## src/rtl/sram_pkg.sv

```systemverilog
package sram_pkg;

    // Kind of access decoded for one clock
    typedef enum logic [1:0] {
        ACC_NONE  = 2'd0,
        ACC_READ  = 2'd1,
        ACC_WRITE = 2'd2,
        ACC_DESEL = 2'd3
    } acc_kind_e;

endpackage

```

## src/rtl/sram_cycle_decode.sv

```systemverilog
module sram_cycle_decode
    import sram_pkg::*;
#(
    parameter int LANES = 2
) (
    input  logic             clk,
    input  logic             rst_n,
    input  logic             adsp_n,
    input  logic             adsc_n,
    input  logic             adv_n,
    input  logic             ce1_n,
    input  logic             ce2,
    input  logic             ce3_n,
    input  logic             gw_n,
    input  logic             bwe_n,
    input  logic [LANES-1:0] bw_n,
    input  logic             burst_active,
    output acc_kind_e        kind,
    output logic             load_base,
    output logic             advance,
    output logic [LANES-1:0] lane_we
);

    logic selected;
    logic proc_seen;
    logic ctrl_seen;
    logic any_write;

    always_comb begin
        selected  = !ce1_n && ce2 && !ce3_n;
        // processor strobe only counts while the first enable is low
        proc_seen = !adsp_n && !ce1_n;
        ctrl_seen = !proc_seen && !adsc_n;

        if (!gw_n) begin
            lane_we = '1;
        end else if (!bwe_n) begin
            lane_we = ~bw_n;
        end else begin
            lane_we = '0;
        end
        any_write = |lane_we;

        kind      = ACC_NONE;
        load_base = 1'b0;
        advance   = 1'b0;

        if (proc_seen) begin
            if (selected) begin
                kind      = ACC_READ;
                load_base = 1'b1;
            end else begin
                kind = ACC_DESEL;
            end
        end else if (ctrl_seen) begin
            if (selected) begin
                kind      = any_write ? ACC_WRITE : ACC_READ;
                load_base = 1'b1;
            end else begin
                kind = ACC_DESEL;
            end
        end else if (burst_active) begin
            kind    = any_write ? ACC_WRITE : ACC_READ;
            advance = !adv_n;
        end

        // processor starts never write in their first cycle
        if (proc_seen) begin
            lane_we = '0;
        end
    end

    // with the first enable high and the controller strobe idle nothing starts
    a_r1_ce1_gates_proc: assert property (@(posedge clk) disable iff (!rst_n)
        (ce1_n && adsc_n) |-> !load_base);

    // processor strobe honoured first, and it never writes
    a_r2_proc_priority: assert property (@(posedge clk) disable iff (!rst_n)
        (!adsp_n && !ce1_n) |-> (kind != ACC_WRITE && lane_we == '0));

    // global write reaches every lane of a write cycle
    a_r5_global_all_lanes: assert property (@(posedge clk) disable iff (!rst_n)
        (kind == ACC_WRITE && !gw_n) |-> (&lane_we));

    // no address step on a start or while idle
    a_r9_no_step_on_start: assert property (@(posedge clk) disable iff (!rst_n)
        load_base |-> !advance);

endmodule

```

## src/rtl/sram_burst_addr.sv

```systemverilog
module sram_burst_addr #(
    parameter int ADDR_W  = 6,
    parameter int BURST_W = 2
) (
    input  logic              clk,
    input  logic              rst_n,
    input  logic              load,
    input  logic              advance,
    input  logic              clear,
    input  logic              linear,
    input  logic [ADDR_W-1:0] addr_in,
    output logic [ADDR_W-1:0] acc_addr,
    output logic              active
);

    localparam int HI_W = ADDR_W - BURST_W;

    typedef struct packed {
        logic [ADDR_W-1:0]  base;
        logic [BURST_W-1:0] step;
        logic               active;
    } burst_t;

    burst_t bs_d, bs_q;
    logic [BURST_W-1:0] step_eff;
    logic [BURST_W-1:0] low_bits;

    always_comb begin
        bs_d     = bs_q;
        step_eff = advance ? bs_q.step + 1'b1 : bs_q.step;
        if (linear) begin
            low_bits = bs_q.base[BURST_W-1:0] + step_eff;
        end else begin
            low_bits = bs_q.base[BURST_W-1:0] ^ step_eff;
        end

        if (load) begin
            acc_addr    = addr_in;
            bs_d.base   = addr_in;
            bs_d.step   = '0;
            bs_d.active = 1'b1;
        end else begin
            acc_addr  = {bs_q.base[ADDR_W-1 -: HI_W], low_bits};
            bs_d.step = step_eff;
            if (clear) begin
                bs_d.active = 1'b0;
            end
        end
    end

    always_ff @(posedge clk or negedge rst_n) begin
        if (!rst_n) begin
            bs_q <= '0;
        end else begin
            bs_q <= bs_d;
        end
    end

    assign active = bs_q.active;

    // advance steps the counter by one
    a_r9_step_once: assert property (@(posedge clk) disable iff (!rst_n)
        (advance && !load) |=> (bs_q.step == $past(bs_q.step) + 1'b1));

    // without advance the counter holds
    a_r9_hold: assert property (@(posedge clk) disable iff (!rst_n)
        (!advance && !load) |=> (bs_q.step == $past(bs_q.step)));

    // upper address bits are fixed inside a burst
    a_r10_upper_fixed: assert property (@(posedge clk) disable iff (!rst_n)
        (bs_q.active && !load) |->
            (acc_addr[ADDR_W-1 -: HI_W] == bs_q.base[ADDR_W-1 -: HI_W]));

endmodule

```

## src/rtl/sram_byte_array.sv

```systemverilog
module sram_byte_array #(
    parameter int ADDR_W = 6,
    parameter int LANES  = 2,
    parameter int LANE_W = 9
) (
    input  logic                    clk,
    input  logic                    we,
    input  logic [LANES-1:0]        lane_en,
    input  logic [ADDR_W-1:0]       waddr,
    input  logic [LANES*LANE_W-1:0] wdata,
    input  logic [ADDR_W-1:0]       raddr,
    output logic [LANES*LANE_W-1:0] rdata
);

    localparam int DEPTH = 1 << ADDR_W;

    for (genvar g = 0; g < LANES; g++) begin : g_lane
        logic [LANE_W-1:0] cells [DEPTH];

        always_ff @(posedge clk) begin
            if (we && lane_en[g]) begin
                cells[waddr] <= wdata[g*LANE_W +: LANE_W];
            end
        end

        assign rdata[g*LANE_W +: LANE_W] = cells[raddr];
    end

endmodule

```

## src/rtl/sram_pipe_burst.sv

```systemverilog
module sram_pipe_burst
    import sram_pkg::*;
#(
    parameter int ADDR_W  = 6,
    parameter int LANES   = 2,
    parameter int LANE_W  = 9,
    parameter int BURST_W = 2
) (
    input  logic                    clk,
    input  logic                    rst_n,
    input  logic [ADDR_W-1:0]       addr,
    input  logic                    adsp_n,
    input  logic                    adsc_n,
    input  logic                    adv_n,
    input  logic                    ce1_n,
    input  logic                    ce2,
    input  logic                    ce3_n,
    input  logic                    gw_n,
    input  logic                    bwe_n,
    input  logic [LANES-1:0]        bw_n,
    input  logic                    oe_n,
    input  logic                    burst_linear,
    input  logic [LANES*LANE_W-1:0] din,
    output logic [LANES*LANE_W-1:0] dout,
    output logic                    dout_en
);

    localparam int DATA_W = LANES * LANE_W;

    typedef struct packed {
        acc_kind_e         kind;
        logic [ADDR_W-1:0] addr;
        logic [LANES-1:0]  lanes;
        logic [DATA_W-1:0] data;
    } stage_t;

    typedef struct packed {
        logic              valid;
        logic [DATA_W-1:0] data;
    } outreg_t;

    acc_kind_e         dec_kind;
    logic              dec_load;
    logic              dec_adv;
    logic [LANES-1:0]  dec_lanes;
    logic [ADDR_W-1:0] acc_addr;
    logic              burst_on;
    logic [DATA_W-1:0] arr_rdata;

    stage_t  st_d, st_q;
    outreg_t ov_d, ov_q;

    sram_cycle_decode #(
        .LANES (LANES)
    ) u_decode (
        .clk          (clk),
        .rst_n        (rst_n),
        .adsp_n       (adsp_n),
        .adsc_n       (adsc_n),
        .adv_n        (adv_n),
        .ce1_n        (ce1_n),
        .ce2          (ce2),
        .ce3_n        (ce3_n),
        .gw_n         (gw_n),
        .bwe_n        (bwe_n),
        .bw_n         (bw_n),
        .burst_active (burst_on),
        .kind         (dec_kind),
        .load_base    (dec_load),
        .advance      (dec_adv),
        .lane_we      (dec_lanes)
    );

    sram_burst_addr #(
        .ADDR_W  (ADDR_W),
        .BURST_W (BURST_W)
    ) u_burst (
        .clk      (clk),
        .rst_n    (rst_n),
        .load     (dec_load),
        .advance  (dec_adv),
        .clear    (dec_kind == ACC_DESEL),
        .linear   (burst_linear),
        .addr_in  (addr),
        .acc_addr (acc_addr),
        .active   (burst_on)
    );

    sram_byte_array #(
        .ADDR_W (ADDR_W),
        .LANES  (LANES),
        .LANE_W (LANE_W)
    ) u_array (
        .clk     (clk),
        .we      (st_q.kind == ACC_WRITE),
        .lane_en (st_q.lanes),
        .waddr   (st_q.addr),
        .wdata   (st_q.data),
        .raddr   (st_q.addr),
        .rdata   (arr_rdata)
    );

    always_comb begin
        st_d.kind  = dec_kind;
        st_d.addr  = acc_addr;
        st_d.lanes = dec_lanes;
        st_d.data  = din;

        ov_d = ov_q;
        // a registered read reaches the pad unless this edge deselects or writes
        ov_d.valid = (st_q.kind == ACC_READ)
                     && (dec_kind != ACC_DESEL)
                     && (dec_kind != ACC_WRITE);
        if (st_q.kind == ACC_READ) begin
            ov_d.data = arr_rdata;
        end
    end

    always_ff @(posedge clk or negedge rst_n) begin
        if (!rst_n) begin
            st_q <= '{kind: ACC_NONE, addr: '0, lanes: '0, data: '0};
            ov_q <= '0;
        end else begin
            st_q <= st_d;
            ov_q <= ov_d;
        end
    end

    assign dout    = ov_q.data;
    assign dout_en = ov_q.valid && !oe_n;

    // a sampled write cycle turns the drivers off
    a_r8_write_off: assert property (@(posedge clk) disable iff (!rst_n)
        (dec_kind == ACC_WRITE) |=> !dout_en);

    // a sampled deselect turns the drivers off at once
    a_r7_desel_off: assert property (@(posedge clk) disable iff (!rst_n)
        (dec_kind == ACC_DESEL) |=> !dout_en);

    // valid output only follows a registered read
    a_r6_read_latency: assert property (@(posedge clk) disable iff (!rst_n)
        ov_q.valid |-> ($past(st_q.kind) == ACC_READ));

    // the pad is never driven while output enable is high
    a_r12_oe_gate: assert property (@(posedge clk) disable iff (!rst_n)
        oe_n |-> !dout_en);

endmodule

```

## config.mk

```make
export PLATFORM = sky130hd
export DESIGN_NAME = sram_pipe_burst
export DESIGN_NICKNAME = d
export VERILOG_FILES = /design/src/rtl/sram_pkg.sv /design/src/rtl/sram_cycle_decode.sv /design/src/rtl/sram_burst_addr.sv /design/src/rtl/sram_byte_array.sv /design/src/rtl/sram_pipe_burst.sv
export SDC_FILE = /design/constraint.sdc
export NUM_CORES = 1
export LEC_CHECK = 0
export ABC_AREA = 0
export BUFFER_PORTS_ARGS = -buffer_cell sky130_fd_sc_hd__buf_4
export CELL_PAD_IN_SITES_DETAIL_PLACEMENT = 1
export CELL_PAD_IN_SITES_GLOBAL_PLACEMENT = 1
export CORE_ASPECT_RATIO = 1.2
export CORE_UTILIZATION = 55
export CTS_CLUSTER_SIZE = 24
export DETAILED_ROUTE_END_ITERATION = 8
export PLACE_DENSITY = 0.8
export SYNTH_ARGS = -nofsm -noshare
export SYNTH_HDL_FRONTEND = slang
export SYNTH_SLANG_ARGS = --single-unit
```

## constraint.sdc

```tcl
create_clock -name clk -period 3.3 [get_ports clk]
set_input_delay 0.33 -clock clk [delete_from_list [all_inputs] [get_ports clk]]
set_output_delay 0.33 -clock clk [all_outputs]
set_load 0.005 [all_outputs]
```

==> impl_metrics.tcl, run 1 <==
set metrics [dict create \
    skew_ps 50.1 \
    worst_pin_slew_ps 1430 \
    yosys.area.top_type "edfxtp_1" \
    track_usage 0.357 \
    die_w_um 268 \
    min_period_ps 3260 \
    drc 0 \
    worst-path-max-fanout 28 \
    seq_area_frac_synth 0.768 \
    synthArstFlopShare 0.0464 \
    firstDrtPassIters 6 \
    numPortBuffers 56 \
    grt_pass1_wl_mm 216 \
    yosysWarningCount 0 \
    p_total_mw 40.8 \
    cellLeakagePower_nw 17.8 \
    finalCritPeriodShare 0.988 \
    cts.sinks 1208 \
    layout_common_cells "edfxtp_1, buf_4, nor2_1" \
    endpoint "dout[10]" \
    r2r_slack_ps 40 \
    via_per_inst 6.99 \
    worst_ep_arrival_time_ps 3830 \
    final_cells 4072 \
    relSlewSlack 0.0455 \
    area_growth_syn_to_layout_pct 15.4 \
    ys_ff_latch 1208 \
    grt-ovfl-total 0 \
    clockBufferDepth 3 \
    syn_area_per_cell_um2 18.4 \
    drt_iter0_markers 4207 \
    synth_top_cells_by_area "edfxtp_1, mux4_2, dfrtp_1" \
    cap_violations 0 \
    dp_cells 3824 \
    timing.fmax_ghz 0.307 \
    yosys_most_used_dff "edfxtp_1" \
    clk_pin_slew_ps 70 \
    fill_cells 7120 \
    routed_wl_mm 152 \
    slew_violations 0 \
    finalHoldViolCount 0 \
    hp-class "in -> reg" \
    grt_pass1_vias 29907 \
    worstSetupEndpointType "register" \
    synth_cell_types 68 \
    htreeDepth 3 \
    route.vias.total 28461 \
    startpoint "st_q[22]" \
    outcome "finished, final reports clean" \
    synthCells 2551 \
    coreArea_mm2 0.0839 \
    start_util 0.559 \
    num_io_pins 57 \
    layout_commonest_cell "edfxtp_1" \
    hpwlAfterDp_mm 93.0 \
    rows 116 \
    synth.net_count 2590 \
    ir_worst_vdd_mv 0.545 \
    cp.required_ps 3870 \
    yosys.area.top_type_share 0.738 \
    syn_area_mm2 0.0469 \
    nets 2892 \
    die_area_mm2 0.0864 \
    cts_tree "done" \
    drtAntennaViolNets 0 \
    critPathKind "reg -> reg" \
    cts_root_buffer "clkbuf_16" \
    r2r_end "dout[10]" \
    p_per_area_mw_per_mm2 755 \
    clock_latency_ps 720 \
    rsz0062_at_grt "false" \
    cts_made_buffers 114 \
    die_y_um 322 \
    finalSetupViolCount 0 \
    gp_congestion 0.924 \
    cp-start-kind "register" \
    r2r_cells 7 \
    timing.rr.start "st_q[22]" \
    antenna_found_initial 5 \
    drive_above_1_share 0.256 \
    grt_max_degree 65 \
    wl_per_cell_um 37.4 \
    synth-edff-count 1152 \
]
[final cells by class]
| class | count | area, um^2 | share of cell area |
|---|---|---|---|
| well taps | 1121 | 1400 | 0.0259 |
| multi-input cells | 1154 | 9830 | 0.182 |
| flip-flops and latches | 1208 | 36000 | 0.666 |
| clock inverters | 58 | 552 | 0.0102 |
| clock buffers | 154 | 3130 | 0.0578 |
| inverters | 3 | 12.5 | 0.000231 |
| diodes | 2 | 5.00 | 0.0000926 |
| repair buffers | 372 | 3120 | 0.0577 |
[stage by stage]
stage	cell area (um^2)	TNS (ps)	utilization	worst slack, ps	hold slack [ps]
finish	54100	0	0.645	38.6	76.1
global route	54100	0	0.645	116	103
CTS	54100	0	0.645	127	60.4
detailed placement	50000	-90.3	0.596	-90.3	440
global placement	50000	0	0.596	34.8	439
floorplan	46900	0	-	835	34.4
[synth_stat cells, types with 6 or more instances]
library cell  instances
mux4_2              106
a211oi_1              6
a221o_1              18
a22o_1               14
o32a_1                7
a221oi_1            122
nor2b_1               8
buf_6                19
nand3_1              12
nand2_1              89
mux2_2               96
o211ai_1             10
nor2_1              198
clkbuf_1             63
a31oi_1              17
a22oi_1              93
o22ai_1              52
buf_4                39
o21ai_0              44
edfxtp_1           1152
mux2_1                6
buf_2                62
a21oi_1              49
dfrtp_1              56
mux2i_1             111
[flip-flops by register name, summed over array words and instances, names as in the netlist]
register	cells
dout	18
u_burst.active	1
u_burst.bs_q	8
ov_q	1
u_array.g_lane.cells	1152
st_q	28
[worst max-delay path: stages (launching register included)]
cell and delay, ps:
dfrtp_4 790, buf_12 270, buf_4 250, mux4_2 350, mux2i_1 380, o22ai_1 190
nor3_1 660, a31oi_1 180
[worst min path at each step]
stage | start | end | slack, ps | depth (start not counted)
2_1_floorplan | rst_n | dout[0] | 30 | 0
3_3_place_gp | din[7] | st_q[7] | 440 | 1
3_5_place_dp | din[11] | st_q[11] | 440 | 1
4_1_cts | adv_n | u_burst.bs_q[2] | 60 | 5
5_1_grt | adv_n | u_burst.bs_q[2] | 100 | 5
6_report | adv_n | u_burst.bs_q[2] | 80 | 5
[layer usage]
layer  global-route usage  up-vias  share of wire
met1                0.432    14639           0.34
met2                0.586     2236           0.49
met3               0.0757      584           0.10
met5                    0        -        0.00028
met4                0.226        8          0.073
li1                     -    10994              -
[cells by family after synthesis]
family	after synthesis	synth area share
AND/OR/NAND/NOR	350	0.0318
XOR/XNOR	4	0.000748
adder cells (fa/ha/maj)	1	0.000267
AO/OA/AOI/OAI	479	0.0764
flip-flops	1208	0.768
multiplexers	320	0.0995
buffers and inverters	189	0.0232
[repair_timing]
item	in CTS	in global routing
hold endpoints to repair	89	0
endpoints found under the setup margin	1	0
gates resized for setup	1	0
buffers inserted	1	0
hold buffers	33	0
[power by group]
group / leakage (nW) / switching, mW / internal [mW]
clock: 1.80 / 5.90 / 7.35
combinational: 4.98 / 6.29 / 3.62
sequential: 11.0 / 0.638 / 17.0
total: 17.8 / 12.8 / 28.0
Power figures use the tool's default switching activity.
==> run 2: changes to the inputs <==
--- a/config.mk
+++ b/config.mk
@@ -5,15 +5,15 @@
 export SDC_FILE = /design/constraint.sdc
 export NUM_CORES = 1
 export LEC_CHECK = 0
-export ABC_AREA = 0
+export ABC_AREA = 1
 export BUFFER_PORTS_ARGS = -buffer_cell sky130_fd_sc_hd__buf_4
 export CELL_PAD_IN_SITES_DETAIL_PLACEMENT = 1
 export CELL_PAD_IN_SITES_GLOBAL_PLACEMENT = 1
 export CORE_ASPECT_RATIO = 1.2
-export CORE_UTILIZATION = 55
+export CORE_UTILIZATION = 51
 export CTS_CLUSTER_SIZE = 24
 export DETAILED_ROUTE_END_ITERATION = 8
-export PLACE_DENSITY = 0.8
+export PLACE_DENSITY = 0.81
 export SYNTH_ARGS = -nofsm -noshare
 export SYNTH_HDL_FRONTEND = slang
 export SYNTH_SLANG_ARGS = --single-unit
==> run 2 against run 1 <==
Against the previous run: setup slack gained 130 ps; hold slack gained 6.1 ps; critical path depth grew 5; combinational power shrank 13%; flip-flop and latch count is the same; via count grew 31%; utilization shrank 5.1 points; cell count grew 59%; critical path type unchanged.
==> impl_metrics.tcl, run 2 <==
set metrics [dict create \
    p_per_area_mw_per_mm2 694 \
    worstSetupEndpointType "register" \
    clk_pin_slew_ps 70 \
    track_usage 0.332 \
    nets 5114 \
    cpLargestDelayFamily "simple AND/OR/NAND/NOR gates" \
    min_path_cells 7 \
    critPathMostFrequentCell "nand2_1" \
    htreeDepth 3 \
    clockBufferDepth 3 \
    start_util 0.516 \
    skew_ps 46.9 \
    final_cells 6466 \
    worst_pin_slew_ps 1240 \
    via_per_inst 5.79 \
    synthCells 4852 \
    routed_wl_mm 169 \
    area_growth_syn_to_layout_pct 15.0 \
    yosysWarningCount 0 \
    finalCritPeriodShare 0.949 \
    finalHoldViolCount 0 \
    cp.required_ps 3910 \
    antenna_found_initial 4 \
    synth_most_common_cell "nand2_1" \
    worst_path_max_delay_cell "dfrtp_1" \
    hp-class "in -> reg" \
    gp_congestion 0.839 \
    largest_reg_flops 1152 \
    cts.repair.resized 0 \
    slew_violations 0 \
    cts_made_buffers 116 \
    die_area_mm2 0.102 \
    route.vias.total 37413 \
    numPortBuffers 56 \
    layout_common_cells "nand2_1, edfxtp_1, inv_1" \
    hpwlAfterDp_mm 100 \
    final-seq-area_mm2 0.0360 \
    rows 127 \
    fill_cells 10450 \
    fin_setup_tns_ps 0 \
    postCtsSetupRepairBufs 0 \
    cp_num_buf_inv 4 \
    coreArea_mm2 0.100 \
    seq_area_frac_synth 0.697 \
    drive_above_1_share 0.124 \
    cp_slowest_stage_delay_ps 460 \
    firstDrtPassIters 5 \
    ir_worst_vdd_mv 0.551 \
    grt_pass1_wl_mm 251 \
    drc 0 \
    syn_area_per_cell_um2 10.6 \
    wl_met2_mm 84.4 \
    grt_max_degree 117 \
    largest-register "u_array.g_lane.cells" \
    grt_pass1_vias 40723 \
    yosys.area.top_type_share 0.670 \
    die_w_um 292 \
    yosys.area.top_type "edfxtp_1" \
    crit_cells 12 \
    critPathKind "reg -> reg" \
    clock_latency_ps 730 \
    cts_tree "done" \
    r2r_cells 12 \
    drtAntennaViolNets 0 \
    multi_input_area_mm2 0.0109 \
    postCtsHoldBufs 31 \
    layout_commonest_cell "nand2_1" \
    worst_ep_arrival_time_ps 3740 \
    wl_per_cell_um 26.1 \
    rsz0062_at_grt "false" \
    synth_cell_types 27 \
    synth_top_cells_by_area "edfxtp_1, nand2_1, inv_1" \
    synth.net_count 4891 \
    r2r_slack_ps 170 \
    drt_iter0_markers 3812 \
    yosys_most_used_dff "edfxtp_1" \
    cp-start-kind "register" \
    die_y_um 350 \
    grt-ovfl-total 0 \
    worst-path-max-fanout 18 \
    met3_length_mm 12.0 \
    wl_met1_mm 61.0 \
    syn_area_mm2 0.0516 \
    cts_root_buffer "clkbuf_16" \
    finalSetupViolCount 0 \
    synthTopCellsByCount "nand2_1, edfxtp_1, inv_1" \
    num_io_pins 57 \
    cts.sinks 1208 \
    synthArstFlopShare 0.0464 \
    highest_layer "met5" \
    dp_cells 6216 \
    relSlewSlack 0.174 \
    synth-edff-count 1152 \
    outcome "finished, final reports clean" \
    cellLeakagePower_nw 25.3 \
    min_period_ps 3130 \
    timing.fmax_ghz 0.319 \
    cap_violations 0 \
    crit_chain "nand2_2 > clkinv_2 > buf_4 > buf_4 > nand3_1 > nand2_1 > o21ai_0 > nand2_1 > nor2_1 > nand3_1 > nand2_1 > inv_1" \
    ys_ff_latch 1208 \
]
-- run 2: cell types whose count changed after synthesis, sizes merged, moves of 111 or more --
cell / previous run / this run
nand2: 89 / 1292
inv: 3 / 933
nand3: 12 / 434
nor3: 5 / 137
a221oi: 126 / 0
mux2i: 111 / 0
-- run 2: tightest hold or removal path, cell delays in order --
cell and delay [ps]:
buf_4 80, nor2_1 40, nand3_1 80, nand2_1 60
inv_1 40, or2_2 100, nor2_1 40
-- run 2: through the flow --
stage	utilization	instance area, um^2	power [mW]	hold WS, ps	worst slack (ps)
finish	0.593	59400	41.2	82.2	168
global route	0.593	59400	42.3	88.0	101
CTS	0.593	59400	41.1	14.3	269
detailed placement	0.548	54800	26.0	440	351
global placement	0.548	54800	25.6	439	457
floorplan	-	51600	22.5	34.4	868
-- run 2: layout make-up --
class	count	area share
multi-input combinational	2460	0.184
clock inverter	74	0.0195
antenna	2	0.0000843
clock buffer	143	0.0522
inverter	934	0.0592
timing repair buffer	355	0.0510
tap	1290	0.0272
sequential	1208	0.607
-- run 2: kinds of logic after synthesis --
group / share of synthesized area
AOI/OAI and AO/OA: 0.0318
xor gates and xnor gates: 0.000339
adders and majority gates: 0.000242
buffers and inverters: 0.0913
DFF: 0.697
and+or+nand+nor: 0.179
-- run 2: path summary, 6_finish.rpt --
check	from	to
worst max-delay path	st_q[22]	dout[11]
worst min-delay path	adv_n	u_burst.bs_q[1]
worst max register to register	st_q[22]	dout[11]
worst min register to register	u_burst.bs_q[3]	u_burst.bs_q[3]
max in group asynchronous	rst_n	st_q[20]
min in group asynchronous	rst_n	st_q[5]
-- run 2: layer usage --
| layer | track usage | vias up |
|---|---|---|
| met1 | 0.387 | 18798 |
| met2 | 0.574 | 1923 |
| li1 | - | 16098 |
| met5 | 0 | - |
| met3 | 0.0506 | 592 |
| met4 | 0.210 | 2 |
-- run 2: power breakdown --
group	leakage [nW]	switching [mW]	total [mW]	internal, mW
Combinational	12.2	6.27	8.66	2.38
Sequential	11.0	0.542	17.5	17.0
Clock	2.07	6.08	15.0	8.95
Total	25.3	12.9	41.2	28.3
